### src/rtl/sd_field_timer_pkg.sv
package sd_field_timer_pkg;

    typedef enum logic [0:0] {
        LOCK_WAIT = 1'b0,
        LOCK_RUN  = 1'b1
    } lock_state_t;

    typedef struct packed {
        logic h_rise;
        logic v_rise;
    } sync_events_t;

    typedef struct packed {
        logic field;
        logic valid;
        logic sof;
    } field_state_t;

    localparam int SYNC_COUNT = 2;
    localparam int SYNC_H_BIT = 1;
    localparam int SYNC_V_BIT = 0;

    function automatic logic follow_vsync(input logic [7:0] mode, input logic enable);
        return enable && (mode != 8'd0);
    endfunction

endpackage

### src/rtl/sd_sync_rise.sv
module sd_sync_rise #(
    parameter int N = 2
) (
    input  logic         clk,
    input  logic         rst,
    input  logic [N-1:0] din,
    output logic [N-1:0] rise
);
    logic [N-1:0] prev_q;

    always_ff @(posedge clk) begin
        if (rst) prev_q <= '1;
        else     prev_q <= din;
    end

    for (genvar i = 0; i < N; i++) begin : g_bit
        assign rise[i] = din[i] & ~prev_q[i];
    end
endmodule

### src/rtl/sd_line_tracker.sv
module sd_line_tracker
    import sd_field_timer_pkg::*;
#(
    parameter int LINES_PER_FIELD = 262,
    parameter int LINE_W          = $clog2(LINES_PER_FIELD + 1)
) (
    input  logic              clk,
    input  logic              rst,
    input  sync_events_t      ev,
    input  logic              resync_on,
    output logic [LINE_W-1:0] line_q,
    output logic              locked,
    output logic              field_start
);
    localparam logic [LINE_W-1:0] LAST  = LINE_W'(LINES_PER_FIELD);
    localparam logic [LINE_W-1:0] FIRST = LINE_W'(1);

    lock_state_t       st_q, st_d;
    logic [LINE_W-1:0] line_d;

    always_comb begin
        st_d        = st_q;
        line_d      = line_q;
        field_start = 1'b0;
        case (st_q)
            LOCK_WAIT: begin
                if (ev.v_rise) begin
                    st_d   = LOCK_RUN;
                    line_d = FIRST;
                end
            end
            default: begin
                if (resync_on) begin
                    if (ev.v_rise) begin
                        line_d      = FIRST;
                        field_start = 1'b1;
                    end else if (ev.h_rise && line_q != LAST) begin
                        line_d = line_q + FIRST;
                    end
                end else begin
                    if (ev.h_rise) begin
                        if (line_q == LAST) begin
                            line_d      = FIRST;
                            field_start = 1'b1;
                        end else begin
                            line_d = line_q + FIRST;
                        end
                    end
                    if (ev.v_rise) field_start = 1'b1;
                end
            end
        endcase
    end

    always_ff @(posedge clk) begin
        if (rst) begin
            st_q   <= LOCK_WAIT;
            line_q <= '0;
        end else begin
            st_q   <= st_d;
            line_q <= line_d;
        end
    end

    assign locked = (st_q == LOCK_RUN);

    AST_LINE_IN_RANGE: assert property (@(posedge clk) disable iff (rst)
        locked |-> (line_q >= FIRST && line_q <= LAST)) else $error("line out of range");
    AST_VSYNC_RELOAD: assert property (@(posedge clk) disable iff (rst)
        (locked && resync_on && ev.v_rise) |=> (line_q == FIRST)) else $error("no reload");
    AST_HOLD_AT_LAST: assert property (@(posedge clk) disable iff (rst)
        (locked && resync_on && ev.h_rise && !ev.v_rise && line_q == LAST) |=> $stable(line_q))
        else $error("no hold at last line");
    AST_DUP_KEEPS_LINE: assert property (@(posedge clk) disable iff (rst)
        (locked && !resync_on && ev.v_rise && !ev.h_rise) |=> $stable(line_q))
        else $error("vsync moved line");
    AST_WAIT_IGNORES_H: assert property (@(posedge clk) disable iff (rst)
        (!locked && !ev.v_rise) |=> (line_q == '0)) else $error("counted before lock");
endmodule

### src/rtl/sd_field_flag.sv
module sd_field_flag
    import sd_field_timer_pkg::*;
(
    input  logic         clk,
    input  logic         rst,
    input  logic         field_start,
    output field_state_t fs_q
);
    always_ff @(posedge clk) begin
        if (rst) begin
            fs_q <= '0;
        end else begin
            fs_q.sof <= field_start;
            if (field_start) begin
                fs_q.field <= ~fs_q.field;
                fs_q.valid <= 1'b1;
            end
        end
    end

    AST_FIELD_TOGGLES: assert property (@(posedge clk) disable iff (rst)
        field_start |=> (fs_q.field != $past(fs_q.field))) else $error("field not toggled");
    AST_VALID_STICKY: assert property (@(posedge clk) disable iff (rst)
        fs_q.valid |=> fs_q.valid) else $error("valid dropped");
endmodule

### src/rtl/sd_field_timer.sv
module sd_field_timer
    import sd_field_timer_pkg::*;
#(
    parameter int LINES_PER_FIELD = 262,
    parameter int MODE_W          = 2,
    parameter int LINE_W          = $clog2(LINES_PER_FIELD + 1)
) (
    input  logic              clk,
    input  logic              rst,
    input  logic              hsync_in,
    input  logic              vsync_in,
    input  logic [MODE_W-1:0] slave_mode,
    input  logic              resync_en,
    output logic [LINE_W-1:0] line_cnt,
    output logic              field_id,
    output logic              sof_pulse,
    output logic              timing_valid
);
    logic [SYNC_COUNT-1:0] sync_bus;
    logic [SYNC_COUNT-1:0] rise_bus;
    sync_events_t          ev;
    logic                  resync_on;
    logic [LINE_W-1:0]     line_q;
    logic                  locked;
    logic                  field_start;
    field_state_t          fs_q;

    assign sync_bus[SYNC_H_BIT] = hsync_in;
    assign sync_bus[SYNC_V_BIT] = vsync_in;
    assign ev.h_rise = rise_bus[SYNC_H_BIT];
    assign ev.v_rise = rise_bus[SYNC_V_BIT];
    assign resync_on = follow_vsync(8'(slave_mode), resync_en);

    sd_sync_rise #(.N(SYNC_COUNT)) u_rise (
        .clk (clk),
        .rst (rst),
        .din (sync_bus),
        .rise(rise_bus)
    );

    sd_line_tracker #(.LINES_PER_FIELD(LINES_PER_FIELD), .LINE_W(LINE_W)) u_lines (
        .clk        (clk),
        .rst        (rst),
        .ev         (ev),
        .resync_on  (resync_on),
        .line_q     (line_q),
        .locked     (locked),
        .field_start(field_start)
    );

    sd_field_flag u_field (
        .clk        (clk),
        .rst        (rst),
        .field_start(field_start),
        .fs_q       (fs_q)
    );

    assign timing_valid = fs_q.valid;
    assign sof_pulse    = fs_q.sof;
    assign field_id     = fs_q.valid ? fs_q.field : 1'b0;
    assign line_cnt     = fs_q.valid ? line_q : '0;

    AST_SOF_NEEDS_LOCK: assert property (@(posedge clk) disable iff (rst)
        sof_pulse |-> locked) else $error("sof before lock");
    AST_MODE0_NO_RELOAD: assert property (@(posedge clk) disable iff (rst)
        (locked && slave_mode == '0 && ev.v_rise && !ev.h_rise) |=> $stable(line_q))
        else $error("mode 0 followed vsync");
    AST_VALID_AFTER_SOF: assert property (@(posedge clk) disable iff (rst)
        sof_pulse |-> timing_valid) else $error("sof without valid");
endmodule

### config.mk
export PLATFORM = sky130hd
export DESIGN_NAME = sd_field_timer
export DESIGN_NICKNAME = d
export VERILOG_FILES = /design/src/rtl/sd_field_timer_pkg.sv /design/src/rtl/sd_sync_rise.sv /design/src/rtl/sd_line_tracker.sv /design/src/rtl/sd_field_flag.sv /design/src/rtl/sd_field_timer.sv
export SDC_FILE = /design/constraint.sdc
export NUM_CORES = 1
export LEC_CHECK = 0
export BUFFER_PORTS_ARGS = -buffer_cell sky130_fd_sc_hd__buf_2
export CORE_MARGIN = 1.5
export CORE_UTILIZATION = 47
export CTS_CLUSTER_SIZE = 40
export DETAILED_ROUTE_END_ITERATION = 12
export GPL_TIMING_DRIVEN = 1
export PLACE_DENSITY_LB_ADDON = 0.25
export SLEW_MARGIN = 40
export SYNTH_ARGS = -nofsm -noshare
export SYNTH_HDL_FRONTEND = slang
export SYNTH_SLANG_ARGS = --single-unit
### constraint.sdc
create_clock -name clk -period 1.5 [get_ports clk]
set_input_delay 0.15 -clock clk [delete_from_list [all_inputs] [get_ports clk]]
set_output_delay 0.15 -clock clk [all_outputs]
set_load 0.03 [all_outputs]
# Word-level counts from Yosys, hierarchy flattened
# Index checks and enable logic that the tools add are counted.
# op_classes
div	0
bitwise_logic	5
eq_ne	4
n_lt_le_gt_ge	0
shifts	0
add_sub_neg	1
n_mux	16
reduce_logical	5
multipliers	0
# ops
cell	count
$mux 9	8
$add 9x1->9 const B	1
$eq 9x9->1 const B	1
$ne 9x9->1 const B	1
$mux 1	8
$ne 3x2->1 const B	2
$reduce_bool 2->1	2
$not 1->1	3
$reduce_and 3->1	1
$and 1x1->1	2
$logic_and 1x1->1	2
# word_totals
mem_bits_rw	0
mem_count	0
rom_bits	0
register_bits	15
elab_cells	37
input_bits	7
latchBits	0

# Longest topological paths before layout
# logic_depth
word_depth	7
depth_mapped	7

# By module
# From an unflattened synthesis, not the netlist that was laid out.
# hier_totals
hier_cells	97
area_unflattened_um2	838.3
# by_module_without_submodules
mod	seq_area_each_um2	area_per_inst_um2	cells_per_inst	n_inst
sd_line_tracker	200.2	616.8	72	1
sd_field_flag	60.1	86.3	8	1
sd_field_timer	0.0	70.1	11	1
sd_sync_rise	40.0	65.1	6	1

# Least setup slack after synthesis
# No wires, ideal clock.
# synth_timing
kind	reg2reg
from	reg u_lines.line_q[3]
to	reg u_lines.line_q[0]
required_ns	1.412
n_path_buf	1
t_arrival_ns	1.461
setup_slack_ns	-0.049
period_less_slack_ns	1.549
stages_incl_launch_ff	6
path_cell_list	dfxtp_1 -> or4_4 -> o21ai_4 -> buf_6 -> nor3_2 -> a311oi_2
# synth_between
elab_chain_len	5
word_cells_on_any_way	9
cone_classes	eq/ne (3); mux (4); reduce/logical (2)
# synth_lines
element	line	text
start: declaration	sd_line_tracker.sv:11	output logic [LINE_W-1:0] line_q,
start signal: assignment	sd_line_tracker.sv:61	line_q <= line_d;
$eq 9x9->1	sd_line_tracker.sv:42	if (line_q == LAST) begin
$mux 9	sd_line_tracker.sv:42	
$mux 9	sd_line_tracker.sv:41	if (ev.h_rise) begin
$mux 9	sd_line_tracker.sv:33	if (resync_on) begin
$mux 9	sd_line_tracker.sv:25	case (st_q)
# Parallel ways exist; a longest one is shown, timed or not. The select of a mux whose other input is x is not followed.
# A chain may end at the register's enable or synchronous reset.

# Worst setup path after layout
# layout_timing
from	reg u_lines.line_q[4]
to	reg u_lines.line_q[6]
# layout_between
elab_chain_len	5
word_cells_on_any_way	12
cone_classes	add/sub (1); eq/ne (3); mux (6); reduce/logical (2)
# layout_lines
element	line
$add 9x1->9 or $eq 9x9->1 (tied branches)	sd_line_tracker.sv:38, sd_line_tracker.sv:46, sd_line_tracker.sv:42
$mux 9 (on tied branches)	sd_line_tracker.sv:42, sd_line_tracker.sv:37
$mux 9 (on tied branches)	sd_line_tracker.sv:41, sd_line_tracker.sv:34
$mux 9	sd_line_tracker.sv:33
$mux 9	sd_line_tracker.sv:25
# Parallel ways exist; a longest one is shown, timed or not. The select of a mux whose other input is x is not followed.

==> flow_summary.json <==
{
  "io_buffers": 18,
  "first_iter_violations": 41,
  "initial_core_util": 0.518,
  "cp.arrival_ns": 1.70,
  "gp_congestion": 0.866,
  "nNetsFinal": 151,
  "wl_um": 2620,
  "worstSkewPairLatency_ns": 0.31,
  "p_per_area_mw_per_mm2": 594,
  "core_sq_mm": 0.00178,
  "rows": 15,
  "netlist_instances": 100,
  "area_growth_pct": 40.4,
  "pre_cts_ws_ns": -0.0828,
  "fp.dieH_um": 47.3,
  "ys_types": 39,
  "cts_tree": "yes",
  "vias": 979,
  "track_usage": 0.260,
  "yosys_warnings": 0,
  "clock_skew_ns": 0.0122,
  "synth_edf_count": 0,
  "worstMarginPinSlew_ns": 0.357,
  "p_total_mw": 0.771,
  "drive_gt1_frac": 0.454,
  "io_pins": 19,
  "path_clk_slew_ns": 0.11,
  "ys_ff_latch": 15,
  "fmax_ghz": 0.660,
  "cts_hold_buf": 0,
  "first_pass_iters": 4,
  "violations": "setup timing",
  "postSynthAreaPerCell_sq_um": 9.23,
  "regToRegSetupSlack_ns": -0.02,
  "drcViolationCount": 0,
  "leakagePower_nw": 0.512,
  "overflow": 0,
  "end_kind": "flip-flop",
  "die_w_um": 47.3,
  "wl_per_cell_um": 15.8,
  "fin_crit_ns": 1.52,
  "grt_pass1_wl_um": 3990,
  "antenna_found_initial": 0,
  "fin_cells": 166,
  "finalSetupViolations": 3,
  "fin_area_sq_mm": 0.00130,
  "min_path_type": "in2reg",
  "rsz0062_at_grt": "true",
  "cp-start-kind": "flip-flop",
  "max-vdd-ir-drop_mv": 0.507,
  "grt_pass1_vias": 927,
  "postPlaceCellArea_sq_mm": 0.00116,
  "cts_root_buf": "clkbuf_4",
  "place_hpwl_um": 1720,
  "diodes": 0,
  "synth_fp_nets": 109,
  "critPathRequiredTime_ns": 1.69,
  "yosysSeqAreaShare": 0.325,
  "cts_buffers": 3,
  "hold_viol": 0,
  "critical_path_class": "reg2reg",
  "cts_sinks": 15,
  "drtAntennaViolNets": 0,
  "outcome": "complete, but fails checks",
  "grt_max_degree": 14,
  "synthFlopType": "dfxtp_1",
  "worst_slack_ns": -0.0160,
  "drv_slew": 0,
  "cts_buffer_depth": 2,
  "cp_max_fo": 6,
  "maxSlewHeadroom": 0.761,
  "fin_crit_sh": 1.01,
  "viasPerCell": 5.90,
  "dp.cells": 158,
  "htree_levels": 1,
  "netlist_area_sq_um": 923,
  "async_reset_ff_frac": 0,
  "die-area_sq_mm": 0.00224,
  "drv_cap": 0
}
==> Yosys cell counts, types with 2 or more instances <==
library cell  count  area (sq um)
nand4b_1          4          35.0
and2_1            9          56.3
o21ai_0           3          15.0
o211ai_1          2          15.0
dfxtp_1          15           300
a21oi_1           5          25.0
and3b_1           2          17.5
clkbuf_1          2          7.51
or2_2             2          12.5
nor3_1            2          10.0
nor2_1            5          18.8
mux2i_1           5          50.1
inv_1             2          7.51
nand4_1           2          12.5
nand3_1           9          45.0
ha_1              2          25.0
nand3b_1          7          52.6
==> final timing paths <==
check / cells after the start / startpoint / end
setup reg to reg: 4 / u_lines.line_q[4]$_SDFFE_PP0P_ / u_lines.line_q[6]$_SDFFE_PP0P_
setup / recovery: 4 / u_lines.line_q[4]$_SDFFE_PP0P_ / u_lines.line_q[6]$_SDFFE_PP0P_
hold reg to reg: 2 / u_field.fs_q[2]$_SDFFE_PP0P_ / u_field.fs_q[2]$_SDFFE_PP0P_
hold / removal: 2 / hsync_in / u_rise.prev_q[1]$_SDFF_PP1_
==> layout make-up <==
type | instances | area, sq um
clock buffers | 4 | 26.3
multi-input cells | 82 | 671
flip-flops and latches | 15 | 305
repair buffers | 38 | 255
inverters | 2 | 7.51
well taps | 25 | 31.3
fillers | 140 | 487
==> cells in the final DEF, fill, tap and decap left out, types with 2 or more instances in the layout <==
master / instances
o21ai_4: 2
or2_2: 2
nand4_1: 2
and2_1: 9
dfxtp_1: 11
dfxtp_2: 4
inv_1: 2
nand4b_1: 4
mux2i_1: 5
buf_4: 16
buf_6: 4
a21oi_1: 5
buf_2: 18
nand3_1: 9
nand3b_1: 7
clkbuf_4: 3
nor3_1: 2
nor2_1: 5
o211ai_1: 2
o21ai_0: 3
==> sequential cells by signal (all words and copies together), names as in the netlist <==
name,count
u_field.fs_q,3
u_lines.locked,1
u_rise.prev_q,2
u_lines.line_q,9
==> report_power, final <==
part | total (mW) | internal (mW) | leakage (nW) | switching [mW]
clock | 0.256 | 0.104 | 0.0150 | 0.152
sequential | 0.410 | 0.406 | 0.124 | 0.00378
combinational | 0.105 | 0.0509 | 0.373 | 0.0540
total | 0.771 | 0.560 | 0.512 | 0.210
==> layer usage <==
layer,track usage,part of all wire,vias up
met4,0.133,0.016,0
met1,0.310,0.42,464
met2,0.438,0.50,44
met5,0,0,-
li1,-,-,466
met3,0.0500,0.064,5
==> kinds of logic after synthesis <==
family / after synthesis / share of synthesized area
AO/OA/AOI/OAI: 20 / 0.190
XOR/XNOR: 1 / 0.00949
adder cells (fa/ha/maj): 2 / 0.0271
buffers and inverters: 5 / 0.0285
flip-flops: 15 / 0.325
multiplexers: 5 / 0.0542
AND/OR/NAND/NOR: 52 / 0.366
==> per-stage QoR <==
stage,utilization,TNS (ns),hold WS [ns]
after global placement,0.653,-0.221,0.354
after CTS,0.713,0,0.0524
after global routing,0.727,-0.332,0.0425
after floorplan,-,-0.0132,0.252
final,0.727,-0.0236,0.0512
after detailed placement,0.653,-0.528,0.358
==> repair_timing <==
action / CTS / global route
gates cloned: 3 / 0
gates resized for setup: 10 / 6
setup endpoints to repair: 9 / 11
setup buffers: 1 / 0
pin swaps: 3 / 2
==> critical path: stages (launching register included) <==
cell	delay, ns
dfxtp_2	0.34
or4_4	0.56
o21ai_4	0.23
a21oi_1	0.13
mux2i_1	0.13
Power figures use the tool's default switching activity.
